==> src/rtl/msi_catcher_pkg.sv <==
package msi_catcher_pkg;
  localparam int REG_AW = 12;
  localparam logic [REG_AW-1:0] OFS_CAP_LO = 12'h820;
  localparam logic [REG_AW-1:0] OFS_CAP_HI = 12'h824;
  localparam logic [REG_AW-1:0] OFS_ENABLE = 12'h828;
  localparam logic [REG_AW-1:0] OFS_MASK   = 12'h82C;
  localparam logic [REG_AW-1:0] OFS_STATUS = 12'h830;

  typedef enum logic [2:0] {
    SEL_NONE, SEL_CAP_LO, SEL_CAP_HI, SEL_ENABLE, SEL_MASK, SEL_STATUS
  } reg_sel_e;

  function automatic reg_sel_e decode_ofs(input logic [REG_AW-1:0] ofs);
    case (ofs)
      OFS_CAP_LO: return SEL_CAP_LO;
      OFS_CAP_HI: return SEL_CAP_HI;
      OFS_ENABLE: return SEL_ENABLE;
      OFS_MASK:   return SEL_MASK;
      OFS_STATUS: return SEL_STATUS;
      default:    return SEL_NONE;
    endcase
  endfunction
endpackage

==> src/rtl/msi_cap_addr.sv <==
module msi_cap_addr #(
  parameter int ADDR_W = 64,
  parameter int DATA_W = 32,
  localparam int NHALF = ADDR_W / DATA_W
) (
  input  logic              clk,
  input  logic              rst_n,
  input  logic [NHALF-1:0]  wr_part,
  input  logic [DATA_W-1:0] wdata,
  output logic [ADDR_W-1:0] cap_addr
);
  for (genvar h = 0; h < NHALF; h++) begin : g_part
    always_ff @(posedge clk or negedge rst_n) begin
      if (!rst_n)          cap_addr[h*DATA_W +: DATA_W] <= '0;
      else if (wr_part[h]) cap_addr[h*DATA_W +: DATA_W] <= wdata;
    end
  end
endmodule

==> src/rtl/msi_hit_route.sv <==
module msi_hit_route #(
  parameter int ADDR_W = 64,
  parameter int DATA_W = 32,
  parameter int SIZE_W = 3,
  localparam int FULL_BYTES = DATA_W / 8
) (
  input  logic              armed,
  input  logic [ADDR_W-1:0] cap_addr,
  input  logic              in_valid,
  output logic              in_ready,
  input  logic              in_write,
  input  logic [ADDR_W-1:0] in_addr,
  input  logic [SIZE_W-1:0] in_size,
  input  logic [DATA_W-1:0] in_data,
  output logic              out_valid,
  input  logic              out_ready,
  output logic              out_write,
  output logic [ADDR_W-1:0] out_addr,
  output logic [SIZE_W-1:0] out_size,
  output logic [DATA_W-1:0] out_data,
  output logic              cap_fire
);
  logic addr_hit, full_size;

  always_comb begin
    addr_hit  = (in_addr == cap_addr);
    full_size = (in_size == SIZE_W'(FULL_BYTES));
    cap_fire  = in_valid && in_write && full_size && addr_hit && armed;
    out_valid = in_valid && !cap_fire;
    in_ready  = cap_fire ? 1'b1 : out_ready;
    out_write = in_write;
    out_addr  = in_addr;
    out_size  = in_size;
    out_data  = in_data;
  end
endmodule

==> src/rtl/msi_vec_bank.sv <==
module msi_vec_bank #(
  parameter int NVEC = 32
) (
  input  logic            clk,
  input  logic            rst_n,
  input  logic            wr_en,
  input  logic            wr_mask,
  input  logic            wr_stat,
  input  logic [NVEC-1:0] wdata,
  input  logic            cap_fire,
  input  logic [NVEC-1:0] cap_data,
  output logic [NVEC-1:0] en_q,
  output logic [NVEC-1:0] mask_q,
  output logic [NVEC-1:0] stat_q,
  output logic            irq_q
);
  logic [NVEC-1:0] vec_hit, stat_cap, stat_nxt;
  logic            raise, drop;

  for (genvar i = 0; i < NVEC; i++) begin : g_vec
    assign vec_hit[i] = cap_fire && (cap_data == NVEC'(i)) && en_q[i];
  end

  always_comb begin
    stat_cap = stat_q | vec_hit;
    stat_nxt = wr_stat ? (stat_cap ^ wdata) : stat_cap;
    raise    = cap_fire && |(stat_nxt & ~mask_q);
    drop     = wr_stat && (stat_nxt == '0);
  end

  always_ff @(posedge clk or negedge rst_n) begin
    if (!rst_n) begin
      en_q   <= '0;
      mask_q <= '0;
      stat_q <= '0;
      irq_q  <= 1'b0;
    end else begin
      if (wr_en)   en_q   <= wdata;
      if (wr_mask) mask_q <= wdata;
      stat_q <= stat_nxt;
      if (drop)       irq_q <= 1'b0;
      else if (raise) irq_q <= 1'b1;
    end
  end
endmodule

==> src/rtl/msi_catcher.sv <==
module msi_catcher
  import msi_catcher_pkg::*;
#(
  parameter int ADDR_W = 64,
  parameter int DATA_W = 32,
  parameter int SIZE_W = 3,
  localparam int NHALF = ADDR_W / DATA_W
) (
  input  logic              clk,
  input  logic              rst_n,
  input  logic              reg_wr,
  input  logic [REG_AW-1:0] reg_addr,
  input  logic [DATA_W-1:0] reg_wdata,
  output logic [DATA_W-1:0] reg_rdata,
  input  logic              in_valid,
  output logic              in_ready,
  input  logic              in_write,
  input  logic [ADDR_W-1:0] in_addr,
  input  logic [SIZE_W-1:0] in_size,
  input  logic [DATA_W-1:0] in_data,
  output logic              out_valid,
  input  logic              out_ready,
  output logic              out_write,
  output logic [ADDR_W-1:0] out_addr,
  output logic [SIZE_W-1:0] out_size,
  output logic [DATA_W-1:0] out_data,
  output logic              irq
);
  reg_sel_e          sel;
  logic [NHALF-1:0]  wr_part;
  logic [ADDR_W-1:0] cap_addr;
  logic [DATA_W-1:0] en_q, mask_q, stat_q;
  logic              cap_fire;

  assign sel        = decode_ofs(reg_addr);
  assign wr_part[0] = reg_wr && (sel == SEL_CAP_LO);
  assign wr_part[1] = reg_wr && (sel == SEL_CAP_HI);

  msi_cap_addr #(.ADDR_W(ADDR_W), .DATA_W(DATA_W)) u_addr (
    .clk(clk), .rst_n(rst_n), .wr_part(wr_part), .wdata(reg_wdata),
    .cap_addr(cap_addr)
  );

  msi_hit_route #(.ADDR_W(ADDR_W), .DATA_W(DATA_W), .SIZE_W(SIZE_W)) u_route (
    .armed(|en_q), .cap_addr(cap_addr),
    .in_valid(in_valid), .in_ready(in_ready), .in_write(in_write),
    .in_addr(in_addr), .in_size(in_size), .in_data(in_data),
    .out_valid(out_valid), .out_ready(out_ready), .out_write(out_write),
    .out_addr(out_addr), .out_size(out_size), .out_data(out_data),
    .cap_fire(cap_fire)
  );

  msi_vec_bank #(.NVEC(DATA_W)) u_bank (
    .clk(clk), .rst_n(rst_n),
    .wr_en(reg_wr && (sel == SEL_ENABLE)),
    .wr_mask(reg_wr && (sel == SEL_MASK)),
    .wr_stat(reg_wr && (sel == SEL_STATUS)),
    .wdata(reg_wdata), .cap_fire(cap_fire), .cap_data(in_data),
    .en_q(en_q), .mask_q(mask_q), .stat_q(stat_q), .irq_q(irq)
  );

  always_comb begin
    case (sel)
      SEL_CAP_LO: reg_rdata = cap_addr[DATA_W-1:0];
      SEL_CAP_HI: reg_rdata = cap_addr[ADDR_W-1:DATA_W];
      SEL_ENABLE: reg_rdata = en_q;
      SEL_MASK:   reg_rdata = mask_q;
      SEL_STATUS: reg_rdata = stat_q;
      default:    reg_rdata = '0;
    endcase
  end
endmodule

==> config.mk <==
export PLATFORM = sky130hd
export DESIGN_NAME = msi_catcher
export DESIGN_NICKNAME = d
export VERILOG_FILES = /design/src/rtl/msi_catcher_pkg.sv /design/src/rtl/msi_cap_addr.sv /design/src/rtl/msi_hit_route.sv /design/src/rtl/msi_vec_bank.sv /design/src/rtl/msi_catcher.sv
export SDC_FILE = /design/constraint.sdc
export NUM_CORES = 1
export LEC_CHECK = 0
export BUFFER_PORTS_ARGS = -buffer_cell sky130_fd_sc_hd__buf_2
export CELL_PAD_IN_SITES_DETAIL_PLACEMENT = 1
export CELL_PAD_IN_SITES_GLOBAL_PLACEMENT = 1
export CORE_ASPECT_RATIO = 0.75
export CORE_MARGIN = 2
export CORE_UTILIZATION = 46
export DETAILED_ROUTE_END_ITERATION = 8
export GPL_ROUTABILITY_DRIVEN = 1
export HOLD_SLACK_MARGIN = 0.06
export PLACE_DENSITY = 0.89
export RECOVER_POWER = 50
export SLEW_MARGIN = 5
export SYNTH_ARGS = -nofsm -noshare
export SYNTH_HDL_FRONTEND = slang
export SYNTH_HIERARCHICAL = 1
export SYNTH_SLANG_ARGS = --single-unit
==> constraint.sdc <==
create_clock -name clk -period 11.2 [get_ports clk]
set_input_delay 1.12 -clock clk [delete_from_list [all_inputs] [get_ports clk]]
set_output_delay 1.12 -clock clk [all_outputs]
set_load 0.05 [all_outputs]
==> out/metrics.yaml, run 1 <==
clockBufferDepth: 2
required_ns: 11.54
hold_class: "reg -> reg"
tns_ns: 0
end_kind: "register"
synth_area_per_cell_um2: 10.7
async_reset_ff_share_pct: 100
p_int_uw: 993
cts_hold_buf: 0
synth_top_cell_by_area: "dfrtp_1"
synth_common_cells: "161 x dfrtp_1, 102 x buf_4, 61 x nand2_1"
cts_resized: 0
ys_types: 79
die_area_um2: 26700
synth_area_um2: 11700
ys.warnings.count: 6
synth_most_common_cell: "dfrtp_1"
wl_per_cell_um: 32.6
ys_seq_area_share_pct: 34.5
post-route-period-util_pct: 57.9
clkLatencyLatePin_ns: 0.45
synthMuxAreaShare_pct: 20.3
synthFlopType: "dfrtp_1"
combPwrFrac_pct: 14.2
path_class: "in -> reg"
htreeDepth: 4
synth_edf_count: 0
synthTopCellsByArea: "dfrtp_1 34%, mux2_4 7.7%, buf_4 6.5%"
yosys.area_share.adder_pct: 0
row_count: 50
synth_seq_cells: 161
vdd_drop_max_v: 0.000109
timing.max_cap.violations: 1
via_per_inst: 6.73
rsz0062_at_grt: "false"
clk_pin_slew_worst_paths_ns: 0.07
final_nets: 1400
max_slew_margin_pct: -245
synth_top_area_share_pct: 34.5
drc: 0
gp_congestion: 1.02
n_fill_cell: 2810
setup_viol: 0
post_cts_buffers: 0
violations: "max-capacitance violations, max-slew violations"
min_period_ns: 6.48
grt_pass1_wl_mm: 75.1
finalHoldViolations: 0
tritoncts: "built"
numCtsBuffers: 17
p_sw_uw: 431
dp_hpwl_mm: 39.5
startpoint: "in_addr[35]"
arrival_ns: 6.82
die_width_um: 188
area_delta_synth_final_pct: 11.3
worst_setup_path_start_kind: "input port"
grt_use_total_pct: 38.7
p_seq_share_pct: 41.4
status: "finished with violations"
synth.net_count: 1237
tightestPinTransition_ns: 5.18
synthSimpleGateAreaFrac_pct: 16.9
drive_gt1_share_pct: 34.3
hp-start: "u_addr/cap_addr[18]"
fmax_ghz: 0.154
pin_count: 284
start_util_pct: 46.8
synth_cells: 1088
clkSinkCount: 161
drt_first_pass_iters: 5
dr_total_vias: 10797
coreArea_um2: 25000
die_h_um: 142
grt_max_degree: 94
preCtsSetupSlack_ns: 4.42
antenna_found_initial: 4
drt_iter0_markers: 1298
synthXorXnorAreaFrac_pct: 5.62
path_max_fanout: 13
switching_share_pct: 30.3
power.share.clock_pct: 44.4
slew_violations: 94
clock-root-buffer: "clkbuf_16"
rr_startpoint: "u_addr/cap_addr[35]"
synth_top_family_by_area: "multiplexers"
synth-compound-area-share_pct: 11.8
final.setup.worst_slack_ns: 4.72
power_density_nw_per_um2: 109
p_leak_nw: 5.88
grt_overflow: 0
fin_skew_ns: 0.0116
drt-total-wl_mm: 52.3
io_buffers: 283
ant_nets: 0
grt_pass1_vias: 10918
[state kept, by name, summed over array words and instances (netlist names)]
register	count
u_bank/mask_q	32
u_bank/irq_q	1
u_bank/en_q	32
u_addr/cap_addr	64
u_bank/stat_q	32
[through the flow]
stage / power [mW] / hold slack (ns) / util (%) / std cells / cell area, um2
4_1_cts: 1.43 / 0.566 / 52.5 / 1602 / 13100
5_1_grt: 1.46 / 0.588 / 52.1 / 1602 / 13000
3_5_place_dp: 0.803 / 0.547 / 50.0 / 1570 / 12500
6_report: 1.42 / 0.571 / 52.1 / 1605 / 13000
3_3_place_gp: 0.799 / 0.519 / 50.0 / 1570 / 12500
2_1_floorplan: 0.733 / 0.493 / - / 1088 / 11700
[cell usage in the layout, fill, tap and decap left out, drive strengths merged, types with 18 or more instances in the layout]
master,count
buf,230
dfrtp,161
mux2,119
clkbuf,85
nand2,61
xor2,60
nor4,47
a21oi,41
inv,41
a22o,36
nor2,35
mux4,32
a31oi,20
o21ai,19
nand3,18
nor3,18
[cell type report]
class | count | area, um2 | area share [%]
well taps | 338 | 423 | 3.25
repair buffers | 298 | 1440 | 11.1
flip-flops and latches | 161 | 4030 | 31.0
diodes | 3 | 7.51 | 0.0577
inverters | 31 | 116 | 0.894
clock buffers | 17 | 425 | 3.27
multi-input cells | 742 | 6380 | 49.0
clock inverters | 15 | 190 | 1.46
[power by group through the flow]
stage | Sequential, mW | Clock (mW) | Combinational (mW)
after floorplan | 0.597 | 0 | 0.136
after detailed placement | 0.599 | 0 | 0.204
after global placement | 0.599 | 0 | 0.199
final | 0.589 | 0.632 | 0.203
after global routing | 0.589 | 0.660 | 0.211
after CTS | 0.588 | 0.637 | 0.205
[final timing paths]
path                                       end  slack (ns)  cells after the start
min reg2reg                u_addr/cap_addr[18]        0.57                      1
max in group asynchronous    u_bank/stat_q[16]        5.69                      2
min in group asynchronous    u_bank/mask_q[26]        2.55                      1
max                               u_bank/irq_q        4.72                     14
max reg2reg                       u_bank/irq_q        5.04                     13
min                        u_addr/cap_addr[18]        0.57                      1
[worst max-delay path, cell delays in order]
cell       delay [ns]
buf_2            0.11
xor2_1           0.19
a2111oi_0        0.99
nand4_1          0.41
nor4_2           0.44
and2_1           0.31
nor2b_1          0.20
nand4_1          0.55
nor4_1           0.59
a211oi_1         0.14
or4_1            0.50
or4b_1           0.55
or4_1            0.48
o211a_1          0.21
[per-layer routing]
layer,part of all wire (%),global-route usage (%),up-vias
met3,11,11.2,137
met4,3.3,13.3,2
met5,0.019,0,-
met2,45,61.2,812
met1,40,51.2,5465
li1,-,-,4381
[cells by family after synthesis]
| family | count (synthesis) |
|---|---|
| xor+xnor | 75 |
| mux | 157 |
| buf+inv | 185 |
| simple gates | 320 |
| compound gates | 190 |
| flops | 161 |
No activity file was read; power rests on OpenSTA's default activity.
==> inputs of run 2 (changes only) <==
--- a/config.mk
+++ b/config.mk
@@ -5,16 +5,17 @@
 export SDC_FILE = /design/constraint.sdc
 export NUM_CORES = 1
 export LEC_CHECK = 0
+export ABC_AREA = 1
 export BUFFER_PORTS_ARGS = -buffer_cell sky130_fd_sc_hd__buf_2
 export CELL_PAD_IN_SITES_DETAIL_PLACEMENT = 1
 export CELL_PAD_IN_SITES_GLOBAL_PLACEMENT = 1
 export CORE_ASPECT_RATIO = 0.75
 export CORE_MARGIN = 2
-export CORE_UTILIZATION = 46
+export CORE_UTILIZATION = 34
 export DETAILED_ROUTE_END_ITERATION = 8
 export GPL_ROUTABILITY_DRIVEN = 1
 export HOLD_SLACK_MARGIN = 0.06
-export PLACE_DENSITY = 0.89
+export PLACE_DENSITY = 0.78
 export RECOVER_POWER = 50
 export SLEW_MARGIN = 5
 export SYNTH_ARGS = -nofsm -noshare
==> constraint.sdc (replaced) <==
create_clock -name clk -period 5.6 [get_ports clk]
set_input_delay 0.56 -clock clk [delete_from_list [all_inputs] [get_ports clk]]
set_output_delay 0.56 -clock clk [all_outputs]
set_load 0.05 [all_outputs]
==> run 2 against run 1 <==
Against the previous run:
- the run still ends with max-capacitance violations, max-slew violations left
- final area grew 7.6%
- critical path depth decreased by 12
- non-clock buffer count is 4 lower
- die area is 44% higher
- sequential share of layout area shrank 2.2 points
- flip-flop and latch count unchanged
- critical endpoint is now u_bank/stat_q[2]
==> out/metrics.yaml, run 2 <==
synth_top_cell_by_area: "dfrtp_1"
critPathMaxStageDelay_ns: 2.72  # +1.73 ns
dp_hpwl_mm: 43.5  # +10%
clk_pin_slew_worst_paths_ns: 0.07  # about the same
synthFlopType: "dfrtp_1"
synth.net_count: 2183  # +76%
cp_slowest_cell: "clkbuf_1"
largest_reg_flops: 64  # unchanged
vdd_drop_max_v: 0.000166  # +53%
layout_common_cells: "697 x nand2_1, 371 x inv_1, 304 x nor2_1"
synth_edf_count: 0  # unchanged
tritoncts: "built"
drt_iter0_markers: 1139  # -12%
die_h_um: 170  # +20%
synthTopCellsByArea: "dfrtp_1 32%, nand2_1 21%, inv_1 11%"
hold_class: "in -> reg"
synth_area_um2: 12500  # +7.0%
grt_pass1_vias: 13221  # +21%
path_class: "in -> async"
seq_area_um2: 4030  # unchanged
die_area_um2: 38300  # +44%
synth_seq_cells: 161  # unchanged
dr_total_vias: 13368  # +24%
timing.max_cap.violations: 1  # unchanged
dp_cells: 2639  # +68%
row_count: 60  # +20%
wl_per_cell_um: 20.5  # -37%
fin_skew_ns: 0.0102  # -0.00145 ns
grt_use_total_pct: 28.4  # -10 points
fmax_ghz: 0.232
cts_hold_buf: 0  # unchanged
numCtsBuffers: 17  # unchanged
synth_area_per_cell_um2: 6.15  # -43%
max_slew_margin_pct: -163  # +83 points
worst_setup_path_start_kind: "input port"
drt-total-wl_mm: 54.7  # +4.6%
drc: 0  # unchanged
worst-r2r-cell-count: 19  # +6
clockBufferDepth: 2  # unchanged
r2r_end: "u_bank/irq_q"
antenna_found_initial: 1  # -3
r2r_slack_ns: 1.47  # -3.57 ns
multi_input_area_um2: 5910  # -7.4%
rsz0062_at_grt: "false"
rr_startpoint: "u_addr/cap_addr[32]"
grt_overflow: 0  # unchanged
synth_cells: 2034  # +87%
synth_top_area_share_pct: 32.2  # -2.2 points
endpoint: "u_bank/stat_q[2]"
n_fill_cell: 5010  # +78%
ant_nets: 0  # unchanged
clkLatencyLatePin_ns: 0.46  # about the same
finalHoldViolations: 0  # unchanged
pin_count: 284  # unchanged
finalPower_mw: 2.85  # +100%
coreArea_um2: 36000  # +44%
drt_first_pass_iters: 5  # unchanged
die_width_um: 225  # +20%
required_ns: 5.96  # -5.58 ns
final_common_cell: "nand2_1"
status: "finished with violations"
post_cts_buffers: 0  # unchanged
ys_types: 37  # -53%
preCtsSetupSlack_ns: 1.49  # -2.93 ns
instances_no_fill: 2671  # +66%
start_util_pct: 34.7  # -12 points
crit_buf_inv: 2  # +1
arrival_ns: 4.67  # -2.15 ns
slew_violations: 62  # -34%
end_kind: "async pin"
startpoint: "rst_n"
min_period_ns: 4.31
io_buffers: 283  # unchanged
violations: "max-capacitance violations, max-slew violations"
htreeDepth: 4  # unchanged
cpLargestDelayFamily: "buffers and inverters"
via_per_inst: 5.00  # -26%
gp_congestion: 1.05  # +3.1%
power_density_nw_per_um2: 203  # +86%
synth_common_cells: "697 x nand2_1, 371 x inv_1, 309 x nor2_1"
ys_seq_area_share_pct: 32.2  # -2.2 points
use_met3_pct: 6.08  # -5.1 points
p_leak_nw: 7.76  # +32%
async_reset_ff_share_pct: 100  # unchanged
worst-path-stages: 2  # -12
post-route-period-util_pct: 77.0
ys.warnings.count: 6  # unchanged
path_max_fanout: 61  # +48
met1_usage_pct: 41.0  # -10 points
clkSinkCount: 161  # unchanged
grt_pass1_wl_mm: 80.1  # +6.7%
cp_cell_sequence: "clkbuf_1, clkbuf_2"
busiest_layer: "met2"
tightestPinTransition_ns: 3.94  # -1.24 ns
clock-root-buffer: "clkbuf_16"
final_nets: 2342  # +67%
area_delta_synth_final_pct: 11.9
synth_most_common_cell: "nand2_1"
top_register: "u_addr/cap_addr"
tns_ns: 0  # unchanged
final.setup.worst_slack_ns: 1.29  # -3.43 ns
cts_resized: 0  # unchanged
drive_gt1_share_pct: 15.9  # -18 points
grt_max_degree: 62  # -34%
setup_viol: 0  # unchanged
grt_util_met2_pct: 43.1  # -18 points
## run 2: cell count changes in the layout (fill, tap and decap cells not counted), moves of 35 or more
cell and change:
a22o_1 -36, a21oi_1 -41, mux2_4 -60, nor4_1 -35, nand2_1 +636, inv_1 +340, nor2_1 +269, nand3_1 +119
xor2_1 -58
## run 2: worst min path at each step
stage / from / end / slack [ns] / cells after the start
after global routing: reg_wdata[3] / u_addr/cap_addr[3] / 0.39 / 3
after CTS: rst_n / u_bank/mask_q[7] / 0.13 / 1
after detailed placement: u_addr/cap_addr[28] / u_addr/cap_addr[28] / 0.50 / 2
final: reg_wdata[3] / u_addr/cap_addr[3] / 0.39 / 3
after floorplan: rst_n / u_addr/cap_addr[0] / 0.26 / 0
after global placement: u_addr/cap_addr[38] / u_addr/cap_addr[38] / 0.49 / 2
## run 2: per-stage QoR
step | hold slack [ns] | cell area, um2 | util, %
floorplan | 0.264 | 12500 | -
global placement | 0.488 | 13500 | 37.4
detailed placement | 0.497 | 13500 | 37.4
CTS | 0.130 | 14100 | 39.1
global route | 0.393 | 14000 | 38.8
finish | 0.389 | 14000 | 38.9
## run 2: where the power goes
group	switching (mW)	internal, mW	total, mW
combinational	0.327	0.0913	0.419
sequential	0.00642	1.17	1.18
clock	0.522	0.731	1.25
## run 2: area by class of cell
cell class,count,area share (%)
timing repair buffer,294,10.1
multi-input combinational,1332,42.2
clock inverter,10,0.956
clock buffer,21,3.36
antenna,1,0.0179
sequential,161,28.8
tap,465,4.16
inverter,387,10.5
## run 2: routing by layer
layer / up-vias / wire, um / share of wire (%)
li1: 6260 / - / -
met1: 6651 / 25900 / 47
met2: 402 / 23900 / 44
met3: 55 / 3880 / 7.1
met4: 0 / 930 / 1.7
met5: - / 0 / 0
## run 2: cell families (layout without fill, tap and decap cells)
family	Yosys count	in the layout	synth area share, %
simple gates	1231	1231	40.7
buf+inv	541	712	20.8
flops	161	161	32.2
compound gates	54	54	2.34
mux	34	34	3.06
xor+xnor	13	13	0.910
other cells	0	1	0
